### config.mk
export PLATFORM = sky130hd
export DESIGN_NAME = addr_route_xbar
export DESIGN_NICKNAME = d
export VERILOG_FILES = /design/src/rtl/arx_pkg.sv /design/src/rtl/arx_region_decode.sv /design/src/rtl/arx_bank_pick.sv /design/src/rtl/arx_sel_reg.sv /design/src/rtl/addr_route_xbar.sv
export SDC_FILE = /design/constraint.sdc
export NUM_CORES = 1
export LEC_CHECK = 0
export BUFFER_PORTS_ARGS = -buffer_cell sky130_fd_sc_hd__buf_4
export CORE_ASPECT_RATIO = 0.5
export CORE_MARGIN = 1
export CORE_UTILIZATION = 32
export CTS_BUF_LIST = sky130_fd_sc_hd__clkbuf_4 sky130_fd_sc_hd__clkbuf_8
export CTS_CLUSTER_DIAMETER = 40
export CTS_CLUSTER_SIZE = 28
export DETAILED_ROUTE_END_ITERATION = 10
export PLACE_DENSITY_LB_ADDON = 0.15
export SETUP_SLACK_MARGIN = 0.1
export SYNTH_ARGS = -nofsm -noshare
export SYNTH_HDL_FRONTEND = slang
export SYNTH_SLANG_ARGS = --single-unit
### constraint.sdc
create_clock -name clk -period 2.7 [get_ports clk]
set_clock_uncertainty 0.1 [all_clocks]
set_input_delay 0.81 -clock clk [delete_from_list [all_inputs] [get_ports clk]]
set_output_delay 0.81 -clock clk [all_outputs]
set_load 0.03 [all_outputs]
### src/rtl/arx_pkg.sv
package arx_pkg;
   typedef enum logic [1:0] {
      DST_NONE  = 2'd0,
      DST_CACHE = 2'd1,
      DST_LINK0 = 2'd2,
      DST_LINK1 = 2'd3
   } dest_e;
endpackage

### src/rtl/arx_region_decode.sv
module arx_region_decode
   import arx_pkg::*;
#(
   parameter int REGION_W       = 3,
   parameter int CACHE_CODE_CNT = 4,
   parameter int LINK0_CODE     = 6,
   parameter int LINK1_CODE     = 7
) (
   input  logic [REGION_W-1:0] region,
   output dest_e               dest
);
   always_comb begin
      if (int'(region) < CACHE_CODE_CNT)
         dest = DST_CACHE;
      else if (int'(region) == LINK0_CODE)
         dest = DST_LINK0;
      else if (int'(region) == LINK1_CODE)
         dest = DST_LINK1;
      else
         dest = DST_NONE;
   end
endmodule

### src/rtl/arx_bank_pick.sv
module arx_bank_pick #(
   parameter int ADDR_W    = 44,
   parameter int SEL_W     = 4,
   parameter int BANK_W    = 2,
   parameter int BANK_BASE = 6
) (
   input  logic [ADDR_W-1:0] addr,
   input  logic [SEL_W-1:0]  sel,
   output logic [BANK_W-1:0] bank
);
   localparam int OPT_CNT = 2 ** SEL_W;

   logic unused_addr_bits;
   assign unused_addr_bits = ^addr;

   generate
      if (SEL_W == 0) begin : g_fixed
         logic unused_sel;
         assign unused_sel = ^sel;
         assign bank = addr[BANK_BASE +: BANK_W];
      end else begin : g_prog
         logic [BANK_W-1:0] cand [OPT_CNT];
         for (genvar i = 0; i < OPT_CNT; i++) begin : g_opt
            assign cand[i] = addr[BANK_BASE + i*BANK_W +: BANK_W];
         end
         assign bank = cand[sel];
      end
   endgenerate
endmodule

### src/rtl/arx_sel_reg.sv
module arx_sel_reg #(
   parameter int          CFG_AW   = 32,
   parameter int          CFG_DW   = 32,
   parameter int          SEL_W    = 4,
   parameter logic [31:0] CFG_ADDR = 32'h3FF0_0400
) (
   input  logic              clk,
   input  logic              rst_n,
   input  logic              wr_en,
   input  logic [CFG_AW-1:0] addr,
   input  logic [CFG_DW-1:0] wdata,
   output logic [SEL_W-1:0]  sel_q,
   output logic [CFG_DW-1:0] rdata
);
   logic hit;
   assign hit = (addr == CFG_AW'(CFG_ADDR));

   logic unused_wdata;
   assign unused_wdata = ^wdata;

   always_ff @(posedge clk) begin
      if (!rst_n)
         sel_q <= '0;
      else if (wr_en && hit)
         sel_q <= wdata[SEL_W-1:0];
   end

   assign rdata = hit ? CFG_DW'(sel_q) : '0;
endmodule

### src/rtl/addr_route_xbar.sv
module addr_route_xbar
   import arx_pkg::*;
#(
   parameter int          ADDR_W         = 44,
   parameter int          REGION_W       = 3,
   parameter int          NUM_BANKS      = 4,
   parameter int          SEL_W          = 4,
   parameter int          BANK_BASE      = 6,
   parameter int          CACHE_CODE_CNT = 4,
   parameter int          LINK0_CODE     = 6,
   parameter int          LINK1_CODE     = 7,
   parameter int          CFG_AW         = 32,
   parameter int          CFG_DW         = 32,
   parameter logic [31:0] CFG_ADDR       = 32'h3FF0_0400,
   localparam int         BANK_W         = $clog2(NUM_BANKS),
   localparam int         NUM_SLAVES     = NUM_BANKS + 2
) (
   input  logic                  clk,
   input  logic                  rst_n,
   input  logic                  req_valid,
   input  logic [ADDR_W-1:0]     req_addr,
   input  logic                  cfg_wr_en,
   input  logic [CFG_AW-1:0]     cfg_addr,
   input  logic [CFG_DW-1:0]     cfg_wdata,
   output logic [CFG_DW-1:0]     cfg_rdata,
   output logic                  route_valid,
   output logic [NUM_SLAVES-1:0] route_sel,
   output logic [BANK_W-1:0]     bank_idx,
   output logic                  decode_err
);
   localparam int LINK0_BIT = NUM_BANKS;
   localparam int LINK1_BIT = NUM_BANKS + 1;
   localparam int TOP_PAIR  = BANK_BASE + BANK_W * (2 ** SEL_W);

   // elaboration-time parameter checks
   generate
      if (NUM_BANKS < 2 || NUM_BANKS != (1 << BANK_W)) begin : g_bad_banks
         $error("NUM_BANKS must be a power of two, at least 2");
      end
      if (TOP_PAIR > ADDR_W - REGION_W) begin : g_bad_pairs
         $error("bank select bits overlap the region field");
      end
      if (CACHE_CODE_CNT > LINK0_CODE || LINK0_CODE == LINK1_CODE ||
          LINK1_CODE >= (1 << REGION_W)) begin : g_bad_codes
         $error("region codes overlap or do not fit");
      end
      if (SEL_W > CFG_DW) begin : g_bad_sel
         $error("select field wider than the register data");
      end
   endgenerate

   logic [SEL_W-1:0]  sel_q;
   dest_e             dest;
   logic [BANK_W-1:0] bank_c;

   arx_sel_reg #(
      .CFG_AW  (CFG_AW),
      .CFG_DW  (CFG_DW),
      .SEL_W   (SEL_W),
      .CFG_ADDR(CFG_ADDR)
   ) u_sel (
      .clk  (clk),
      .rst_n(rst_n),
      .wr_en(cfg_wr_en),
      .addr (cfg_addr),
      .wdata(cfg_wdata),
      .sel_q(sel_q),
      .rdata(cfg_rdata)
   );

   arx_region_decode #(
      .REGION_W      (REGION_W),
      .CACHE_CODE_CNT(CACHE_CODE_CNT),
      .LINK0_CODE    (LINK0_CODE),
      .LINK1_CODE    (LINK1_CODE)
   ) u_region (
      .region(req_addr[ADDR_W-1 -: REGION_W]),
      .dest  (dest)
   );

   arx_bank_pick #(
      .ADDR_W   (ADDR_W),
      .SEL_W    (SEL_W),
      .BANK_W   (BANK_W),
      .BANK_BASE(BANK_BASE)
   ) u_bank (
      .addr(req_addr),
      .sel (sel_q),
      .bank(bank_c)
   );

   logic [NUM_SLAVES-1:0] sel_c;
   always_comb begin
      sel_c = '0;
      unique case (dest)
         DST_CACHE: sel_c[bank_c]    = 1'b1;
         DST_LINK0: sel_c[LINK0_BIT] = 1'b1;
         DST_LINK1: sel_c[LINK1_BIT] = 1'b1;
         default:   sel_c            = '0;
      endcase
   end

   always_ff @(posedge clk) begin
      if (!rst_n) begin
         route_valid <= 1'b0;
         route_sel   <= '0;
         bank_idx    <= '0;
         decode_err  <= 1'b0;
      end else begin
         route_valid <= req_valid && (dest != DST_NONE);
         decode_err  <= req_valid && (dest == DST_NONE);
         route_sel   <= req_valid ? sel_c : '0;
         bank_idx    <= (req_valid && dest == DST_CACHE) ? bank_c : '0;
      end
   end
endmodule

# Word-level counts from Yosys, hierarchy flattened
# Index checks and enable logic that the tools add are counted.
dict set report classes {
  bitwise 1
  magnitude_cmp 4
  n_eq_ne 6
  n_mux 11
  reduce_logical 10
}
# operator count
set ops {}
lappend ops {{$eq A32 B30 Y1 const B} 1}
lappend ops {{$mux W2} 5}
lappend ops {{$bmux W2 S4} 1}
lappend ops {{$ge A5 B5 Y1 const B} 1}
lappend ops {{$logic_and A1 B1 Y1} 5}
lappend ops {{$not A4 Y5} 1}
lappend ops {{$eq A2 B2 Y1 const B} 2}
lappend ops {{$lt A2 B4 Y1 const B} 1}
lappend ops {{$mux W4} 1}
lappend ops {{$reduce_and A2 Y1} 2}
lappend ops {{$eq A3 B1 Y1 const B} 1}
lappend ops {{$eq A3 B2 Y1 const B} 1}
lappend ops {{$lt A3 B3 Y1 const B} 1}
lappend ops {{$mux W1} 3}
lappend ops {{$reduce_and A3 Y1} 1}
lappend ops {{$demux W1 S2} 1}
lappend ops {{$eq A2 B1 Y1 const B} 1}
lappend ops {{$ge A2 B1 Y1 const B} 1}
lappend ops {{$logic_not A2 Y1} 1}
lappend ops {{$reduce_bool A2 Y1} 1}
dict set report totals {
  reg_bits 14
}

# Longest topological paths before layout
# Gate-level depths: netlist of the first run.
dict set report depth {
  depth_word 8
  depth_mapped 5
  depth_no_buf 4
}

# Cells and area by module
# Synthesis of the first run repeated with hierarchy kept, for this count alone.
dict set report unflattened {
  hier_cells 113
  area_unflattened_um2 1088.5
}
# mod cells_per_inst seq_area_each_um2 area_per_inst_um2 instances
set modules_own_cells {}
lappend modules_own_cells {arx_sel_reg 64 80.1 511.7 1}
lappend modules_own_cells {addr_route_xbar 26 200.2 290.3 1}
lappend modules_own_cells {arx_bank_pick 21 0.0 269.0 1}
lappend modules_own_cells {arx_region_decode 2 0.0 17.5 1}

# Least setup slack after synthesis of the first run
# OpenSTA, ideal clock, no wires.
dict set report synth_timing {
  path_kind {input to output}
  from {in cfg_addr[19]}
  to {out cfg_rdata[0]}
  slack_ns -0.143
  arrival_time_ns 1.933
  n_path_buf 0
  path_stages 3
  cell_sequence {or4_4 nor3_1 and2_1}
}
dict set report synth_via {
  elab_chain_cells 2
}
# element line
set synth_lines {}
lappend synth_lines {{start: declaration} addr_route_xbar.sv:23} ;# input logic [CFG_AW-1:0] cfg_addr,
lappend synth_lines {{$eq A32 B30 Y1} arx_sel_reg.sv:16} ;# assign hit = (addr == CFG_AW'(CFG_ADDR));
lappend synth_lines {{$mux W4} arx_sel_reg.sv:28} ;# assign rdata = hit ? CFG_DW'(sel_q) : '0;
lappend synth_lines {{end: declaration} addr_route_xbar.sv:25} ;# output logic [CFG_DW-1:0] cfg_rdata,
# No other way between the ends.

# Worst setup path in the final report of the first run
dict set report layout_timing {
  from {in cfg_addr[18]}
  to {out cfg_rdata[1]}
}
# The elaborated chain is that of the path after synthesis.

==> results of run 1 <==
-- placed cells by master (no fill, tap or decap) --
cell type / count
a21boi_2: 2
a21oi_1: 2
a21oi_2: 1
and2_4: 4
and3_4: 1
and4b_1: 1
buf_4: 83
buf_6: 9
clkbuf_8: 4
conb_1: 28
dfxtp_1: 14
inv_1: 3
mux2_2: 1
mux2_4: 1
mux2i_1: 8
mux4_1: 7
nand2_1: 12
nand3_1: 2
nand3b_1: 1
nand4_1: 2
nor2_1: 3
nor3_1: 4
nor3_4: 1
nor3b_1: 1
nor4_1: 1
nor4_2: 1
nor4_4: 2
nor4b_1: 1
nor4b_4: 1
o31ai_1: 1
or4_4: 1
or4b_4: 1
-- kinds of logic after synthesis --
kind of cell           Yosys count  share of synthesized area [%]
buffers and inverters           36                           23.2
flip-flops                      14                           24.7
AND/OR/NAND/NOR                 40                           21.9
other                            1                          0.330
AO/OA/AOI/OAI                    6                           4.30
multiplexers                    17                           25.6
-- worst max path at each step --
stage	startpoint	endpoint	slack, ns
floorplan	cfg_addr[19]	cfg_rdata[1]	-0.01
global placement	cfg_addr[3]	cfg_rdata[1]	-0.30
detailed placement	cfg_addr[3]	cfg_rdata[1]	-0.32
CTS	cfg_addr[18]	cfg_rdata[1]	-0.23
global route	cfg_addr[6]	cfg_rdata[2]	-0.27
finish	cfg_addr[18]	cfg_rdata[1]	-0.20
-- worst max-delay path, cell delays in order --
cell and delay [ns]:
buf_6 0.09, or4_4 0.54, nor3_4 0.24, and2_4 0.19, buf_6 0.12
-- final cells by class --
class / instances / area, µm² / area share, %
timing repair buffer: 92 / 724 / 38.5
multi-input combinational: 91 / 749 / 39.9
tap: 48 / 60.1 / 3.19
sequential: 14 / 280 / 14.9
clock buffer: 4 / 55.1 / 2.93
inverter: 3 / 11.3 / 0.599
-- metal layers --
layer / part of all wire (%) / global-route usage (%)
met2: 58 / 31.0
met5: 0 / 0
met1: 34 / 13.0
met4: 1.0 / 6.00
met3: 6.4 / 2.43
-- power by group through the flow --
stage	registers, mW	clock network (mW)	logic, mW
2_1_floorplan	0.223	0	0.108
3_3_place_gp	0.215	0	0.170
3_5_place_dp	0.215	0	0.174
4_1_cts	0.211	0.201	0.177
5_1_grt	0.211	0.209	0.192
6_report	0.211	0.195	0.181
-- timing repair --
item / in CTS / in global routing
setup buffers: 1 / 0
endpoints found under the setup margin: 4 / 4
hold buffers: 0 / 0
resized for setup: 7 / 6
pin swaps: 3 / 4
-- Yosys cell counts, types with 2 or more instances --
cell / instances
dfxtp_1: 14
a21oi_1: 2
and2_1: 3
nor3_1: 5
nor4b_1: 2
inv_1: 3
buf_4: 28
nand3_1: 2
nand2_1: 12
buf_6: 3
nand4_1: 2
mux2i_1: 8
mux4_1: 7
nor2_1: 3
a21boi_2: 2
nor4_1: 3
-- flip-flops by register name, indices dropped and copies added, names as in the netlist --
name and count:
route_sel 6, u_sel.sel_q 4, bank_idx 2, route_valid 1, decode_err 1
-- metrics by stage --
stage	TNS [ns]	instance area (µm²)	util, %	setup WS, ns	hold WS (ns)
4_1_cts	-0.913	1850	58.0	-0.235	0.480
3_3_place_gp	-1.18	1750	55.0	-0.298	0.470
2_1_floorplan	-0.0401	1260	-	-0.0113	0.458
6_report	-0.789	1880	59.0	-0.203	0.481
3_5_place_dp	-1.25	1750	55.0	-0.319	0.471
5_1_grt	-1.05	1880	59.0	-0.270	0.512
==> flow_metrics.py, run 1 <==
metrics = {
    "clocking": {
        "clock_path_buffers": 2,
        "tritoncts": "yes",
        "cts_buffers": 3,
        "clk_latency_ns": 0.24,
        "htreeDepth": 1,
        "clock_sinks": 14,
        "clockRootBuffer": "clkbuf_8",
        "clkTransAtPathRegs_ns": 0.06,
    },
    "floorplanning": {
        "io_pins": 154,
        "start_util_pct": 35.6,
        "core_area_um2": 3190,
        "rows": 14,
        "die_x_um": 86.3,
        "die_area_um2": 3810,
        "die_y_um": 44.1,
    },
    "yosys": {
        "yosys.area.top_type": "dfxtp_1",
        "yosysSeqAreaShare_pct": 24.7,
        "ys.flop_type": "dfxtp_1",
        "ys_top_cells_by_area": "dfxtp_1 (25%), buf_4 (19%), mux4_1 (16%)",
        "synth-edff-count": 0,
        "synthesis.area_um2": 1140,
        "synth_top_area_share_pct": 24.7,
        "synthDistinctLibCells": 31,
        "syn_area_per_cell_um2": 9.97,
        "synth_cells": 114,
        "synth_seq_cells": 14,
        "yosys_warnings": 0,
        "async_flop_share_pct": 0,
    },
    "timing": {
        "rsz0062_at_grt": "true",
        "setup-violations-final": 4,
        "hold_viol": 0,
        "post-route-period-util_pct": 108,
        "timing.fmax_mhz": 344,
        "timing.final.ws_setup_ns": -0.203,
        "min_period_ns": 2.90,
        "slew_violations": 0,
    },
    "worst_hold_path": {
        "hp-start": "u_sel.sel_q[3]",
        "hold_class": "reg -> reg",
        "min_to": "u_sel.sel_q[3]",
        "holdPathStages": 2,
    },
    "setup_path": {
        "crit_required_ns": 1.79,
        "end_kind": "primary output",
        "worstPathMaxFanout": 4,
        "reg2reg_slack_ns": 0.79,
        "critPathKind": "in -> out",
        "reg2reg_from": "u_sel.sel_q[0]",
        "startpoint_type": "input port",
        "r2r_cells": 4,
        "reg2reg_to": "route_sel[0]",
        "arrival_ns": 1.99,
    },
    "route": {
        "wl_per_cell_um": 10.8,
        "ant_nets": 0,
        "vias": 1076,
        "wl_mm": 2.72,
        "dr.pass1.iters": 2,
        "drtIter0Drc": 11,
        "drc": 0,
        "via_per_inst": 4.27,
    },
    "global_routing": {
        "grt_max_degree": 12,
        "grt_antenna_before_repair": 0,
        "grt-ovfl-total": 0,
        "grt_pass1_wl_mm": 4.11,
        "gr-usage-all-layers_pct": 14.1,
        "grt_pass1_vias": 994,
    },
    "run_status": {
        "status": "complete, but fails checks",
        "violations": "setup timing",
    },
    "placement": {
        "placed_cells": 247,
        "gp_congestion": 0.700,
        "dpl.hpwl_mm": 2.36,
        "io_buffers": 88,
    },
    "power_and_ir_drop": {
        "leakage_nw": 0.910,
        "irDropWorstVdd_v": 0.000107,
        "p_per_area_nw_per_um2": 312,
        "power.share.clock_pct": 33.3,
        "p_sw_mw": 0.157,
        "p_int_mw": 0.430,
        "power.share.switching_pct": 26.8,
        "pwr-share-seq_pct": 36.0,
        "combPwrFrac_pct": 30.8,
        "total_power_mw": 0.587,
    },
    "final_layout": {
        "drive_gt1_share_pct": 55.4,
        "fin_nets": 317,
        "area_growth_pct": 65.5,
        "nFillCells": 300,
        "diodes": 0,
        "layout.cells.non_filler": 252,
    },
    "flow_run": {
        "maxCapViolations": 0,
    },
}
Power figures use the tool's default switching activity.
==> run 2, diff against run 1 <==
- CORE_UTILIZATION: 32 -> 34
- clock period: 2.7 -> 3.6 ns (I/O delays scaled with it)
==> run 2 against run 1 <==
  * The flow now finishes without violations
  * Largest power group unchanged
  * Critical path type unchanged
  * Critical endpoint is now cfg_rdata[3]
  * First-iteration DRC count rose to 2.7 times the previous value
  * Hold slack better by 0.0059 ns
  * Die area fell by 5.7%
  * Design area fell by 5.3%
  * Non-clock buffer count down 2
  * Routed wire length is 1.7% higher
  * Clock-buffer cell count is 1 lower
  * Critical path depth stayed put
==> flow_metrics.py, run 2 (synthesized netlist as in run 1, its figures left out) <==
metrics = {
    "timing": {
        "min_period_ns": 3.45,
        "hold_viol": 0,
        "slew_violations": 0,
        "post-route-period-util_pct": 95.8,
        "setup-violations-final": 0,
        "fin_setup_tns_ns": 0,
        "timing.final.ws_setup_ns": 0.151,
        "timing.fmax_mhz": 290,
        "rsz0062_at_grt": "false",
        "timing.hold.ws_ns": 0.487,
    },
    "clocking": {
        "hold_buffers": 0,
        "cts_buffers": 3,
        "clock_path_buffers": 2,
        "clk_latency_ns": 0.24,
        "cts_setup_buffers": 0,
        "clock_sinks": 14,
        "clockRootBuffer": "clkbuf_8",
        "clkTransAtPathRegs_ns": 0.05,
        "tritoncts": "yes",
        "htreeDepth": 1,
    },
    "setup_path": {
        "startpoint_type": "input port",
        "reg2reg_slack_ns": 1.68,
        "arrival_ns": 2.27,
        "crit_chain": "buf_4 > or4_4 > nor3_4 > and2_1 > buf_4",
        "critPathKind": "in -> out",
        "cp_common_cell": "buf_4",
        "worstPathMaxFanout": 4,
        "crit_required_ns": 2.42,
        "cpPeakStageDelay_ns": 0.55,
        "end_kind": "primary output",
        "critPathSlowestCell": "or4_4",
    },
    "final_layout": {
        "regArea_um2": 280,
        "nFillCells": 285,
        "mostFrequentLayoutCell": "buf_4",
        "largest_reg_flops": 6,
        "reg_top3": "route_sel (6), u_sel.sel_q (4), bank_idx (2)",
        "final_cell_mix": "buf_4 (90), conb_1 (28), dfxtp_1 (14)",
        "area_growth_pct": 56.8,
        "fin_nets": 315,
        "drive_gt1_share_pct": 53.2,
        "top_register": "route_sel",
        "diodes": 0,
        "stdcell_area_um2": 1780,
        "multi_input_area_um2": 723,
        "final_util_pct": 57.8,
    },
    "floorplanning": {
        "rows": 14,
        "core_area_um2": 3080,
        "io_pins": 154,
        "die_area_um2": 3590,
        "die_y_um": 42.9,
        "die_x_um": 83.8,
        "start_util_pct": 36.9,
    },
    "global_routing": {
        "grt_pass1_vias": 988,
        "gr-usage-all-layers_pct": 14.9,
        "grt_antenna_before_repair": 0,
        "grt_pass1_wl_mm": 4.27,
        "grt-ovfl-total": 0,
        "grt_max_degree": 12,
    },
    "route": {
        "via_per_inst": 4.49,
        "drc": 0,
        "vias": 1083,
        "wl_mm": 2.77,
        "wl_per_cell_um": 11.5,
        "drtIter0Drc": 30,
        "dr.pass1.iters": 2,
        "ant_nets": 0,
    },
    "placement": {
        "io_buffers": 88,
        "pre_cts_ws_ns": 0.0424,
        "place_area_um2": 1710,
        "dpl.hpwl_mm": 2.24,
        "gp_congestion": 0.713,
    },
    "power_and_ir_drop": {
        "p_per_area_nw_per_um2": 232,
        "irDropWorstVdd_v": 0.000179,
        "leakage_nw": 0.874,
    },
    "run_status": {
        "status": "finished, final reports clean",
    },
    "flow_run": {
        "maxCapViolations": 0,
    },
    "worst_hold_path": {
        "hold_class": "reg -> reg",
    },
}
-- run 2: cell types whose count changed in the layout (fill, tap and decap cells not counted) --
cell      delta
buf_6        -9
clkbuf_8     -1
nor4_2       +1
and2_4       -4
nor4_4       -1
and2_1       +3
nor4b_2      +1
nor4b_4      -1
buf_4        +7
and2_2       +1
-- run 2: worst paths after layout --
| path | depth (start not counted) | start | to |
|---|---|---|---|
| worst max-delay path | 5 | cfg_addr[19] | cfg_rdata[3] |
| worst min-delay path | 2 | u_sel.sel_q[1] | u_sel.sel_q[1] |
| worst max register to register | 4 | u_sel.sel_q[0] | route_sel[1] |
| worst min register to register | 2 | u_sel.sel_q[1] | u_sel.sel_q[1] |
-- run 2: timing repair --
action | 4_1_cts | 5_1_grt
pin swaps | 0 | 2
gates resized for setup | 1 | 4
endpoints found under the setup margin | 4 | 4
cloned | 0 | 0
-- run 2: per-layer routing --
layer / vias up / wire length (µm) / GRT usage (%)
li1: 531 / - / -
met1: 499 / 1050 / 16.4
met2: 49 / 1520 / 29.3
met3: 4 / 161 / 1.95
met4: 0 / 38 / 6.78
met5: - / 0 / 0
-- run 2: report_power, final --
group          internal [mW]  switching (mW)  leakage (nW)  total, mW
sequential             0.158        0.000581         0.113      0.158
clock                 0.0738          0.0502        0.0216      0.124
combinational         0.0652          0.0657         0.739      0.131
-- run 2: worst max-delay path: cells and delay by family --
| kind | cells | cell delay, ns |
|---|---|---|
| buf+inv | 2 | 0.26 |
| simple gates | 3 | 0.93 |
-- run 2: cell type report --
class                      instances  area share, %
inverter                           3          0.632
sequential                        14           15.7
timing repair buffer              90           37.9
multi-input combinational         91           40.6
clock buffer                       3           2.32
tap                               40           2.81
-- run 2: metrics by stage --
stage	total power, mW	instances
floorplan	0.248	141
global placement	0.289	238
detailed placement	0.290	238
CTS	0.414	241
global route	0.435	241
finish	0.413	241
==> run 3, diff against run 2 <==
- PLACE_DENSITY: unset -> 0.87
- PLACE_DENSITY_LB_ADDON: 0.15 -> unset
- TNS_END_PERCENT: unset -> 1
==> run 3 against run 2 <==
  * Non-clock buffer count increased by 1
  * Sequential power about the same
  * Via count increased by 1.8%
  * Routed wire length increased by 16%
  * Critical path type unchanged
  * Critical endpoint is now cfg_rdata[1]
  * Highest routed layer unchanged
==> flow_metrics.py, run 3 (synthesized netlist as in run 1, its figures left out) <==
metrics = {
    "route": {
        "wl_per_cell_um": 13.3,
        "wl_mm": 3.22,
        "drtIter0Drc": 49,
        "via_per_inst": 4.54,
        "drc": 0,
        "ant_nets": 0,
        "dr.pass1.iters": 4,
        "vias": 1103,
    },
    "placement": {
        "gp_congestion": 0.741,
        "dpl.hpwl_mm": 2.57,
        "io_buffers": 88,
    },
    "floorplanning": {
        "rows": 14,
        "die_area_um2": 3590,
        "die_x_um": 83.8,
        "core_area_um2": 3080,
        "die_y_um": 42.9,
        "io_pins": 154,
        "start_util_pct": 36.9,
    },
    "clocking": {
        "cts_buffers": 3,
        "htreeDepth": 1,
        "clkTransAtPathRegs_ns": 0.06,
        "clockRootBuffer": "clkbuf_8",
        "tritoncts": "yes",
        "clock_path_buffers": 2,
        "clock_sinks": 14,
        "clk_latency_ns": 0.25,
    },
    "timing": {
        "min_period_ns": 3.47,
        "worst_pin_slew_ns": 0.536,
        "slew_headroom_pct": 64.2,
        "slew_violations": 0,
        "fin_setup_tns_ns": 0,
        "setup-violations-final": 0,
        "hold_viol": 0,
        "timing.fmax_mhz": 288,
        "rsz0062_at_grt": "true",
        "post-route-period-util_pct": 96.4,
        "timing.hold.ws_ns": 0.473,
    },
    "setup_path": {
        "worstPathMaxFanout": 4,
        "reg2reg_to": "route_sel[1]",
        "timing.critical_path.from": "cfg_addr[19]",
        "reg2reg_slack_ns": 1.59,
        "crit_required_ns": 2.42,
        "reg2reg_from": "u_sel.sel_q[0]",
        "end_kind": "primary output",
        "arrival_ns": 2.29,
        "startpoint_type": "input port",
        "r2r_cells": 4,
        "critPathKind": "in -> out",
    },
    "final_layout": {
        "mostFrequentLayoutCell": "buf_4",
        "final_cell_mix": "buf_4 (88), conb_1 (28), dfxtp_1 (14)",
        "reg_top3": "route_sel (6), u_sel.sel_q (4), bank_idx (2)",
        "fin_nets": 316,
        "top_register": "route_sel",
        "drive_gt1_share_pct": 53.2,
        "nFillCells": 248,
        "area_growth_pct": 59.1,
        "diodes": 0,
        "largest_reg_flops": 6,
    },
    "power_and_ir_drop": {
        "irDropWorstVdd_v": 0.000144,
        "p_per_area_nw_per_um2": 248,
        "leakage_nw": 0.887,
    },
    "flow_run": {
        "maxCapViolations": 0,
    },
    "global_routing": {
        "grt_antenna_before_repair": 0,
        "grt_pass1_wl_mm": 4.78,
        "grt_pass1_vias": 1070,
        "gr-usage-all-layers_pct": 17.1,
        "grt_max_degree": 12,
        "grt-ovfl-total": 0,
    },
    "worst_hold_path": {
        "hold_class": "reg -> reg",
        "hp-start": "u_sel.sel_q[3]",
        "holdPathStages": 2,
        "min_to": "u_sel.sel_q[3]",
    },
    "run_status": {
        "status": "finished, final reports clean",
    },
}
run 3: worst max-delay path: stages:
cell    delay [ns]
buf_4         0.11
or4_4         0.55
nor3_4        0.24
and2_1        0.16
buf_4         0.16
run 3: where the power goes:
part,internal (mW),switching (mW),leakage (nW)
sequential,0.158,0.000656,0.113
combinational,0.0651,0.0672,0.744
clock,0.0971,0.0607,0.0288
total,0.320,0.128,0.887
run 3: repair_timing:
item	CTS	global route
setup endpoints to repair	4	4
hold buffers	0	0
endpoints found under the hold margin	0	0
gates resized for setup	1	6
pin swaps	0	2
buffers inserted	0	1
cloned	0	0
run 3: stage by stage:
stage / instance area [µm²] / worst slack, ns / power, mW / util [%] / cells
floorplan: 1240 / 0.217 / 0.248 / - / 141
global placement: 1710 / 0.0399 / 0.288 / 55.5 / 238
detailed placement: 1710 / 0.0351 / 0.292 / 55.5 / 238
CTS: 1770 / 0.139 / 0.447 / 57.4 / 242
global route: 1810 / 0.0720 / 0.464 / 58.6 / 243
finish: 1810 / 0.131 / 0.448 / 58.6 / 243
run 3: cell type report:
type,instances,area [µm²],area share [%]
multi-input cells,91,717,39.7
repair buffers,91,694,38.4
flip-flops and latches,14,280,15.5
clock buffers,4,55.1,3.04
well taps,40,50.0,2.77
inverters,3,11.3,0.623
run 3: worst max path at each step:
| stage | end | slack [ns] |
|---|---|---|
| 2_1_floorplan | cfg_rdata[0] | 0.22 |
| 3_3_place_gp | cfg_rdata[2] | 0.04 |
| 3_5_place_dp | cfg_rdata[2] | 0.04 |
| 4_1_cts | cfg_rdata[2] | 0.14 |
| 5_1_grt | cfg_rdata[3] | 0.07 |
| 6_report | cfg_rdata[1] | 0.13 |
run 3: layer usage:
metal  track usage (%)  vias up  wire length (µm)
li1                  -      536                 -
met1              17.9      532              1180
met2              35.6       33              1890
met3              3.11        2               137
met4              4.75        0                19
met5                 0        -                 0
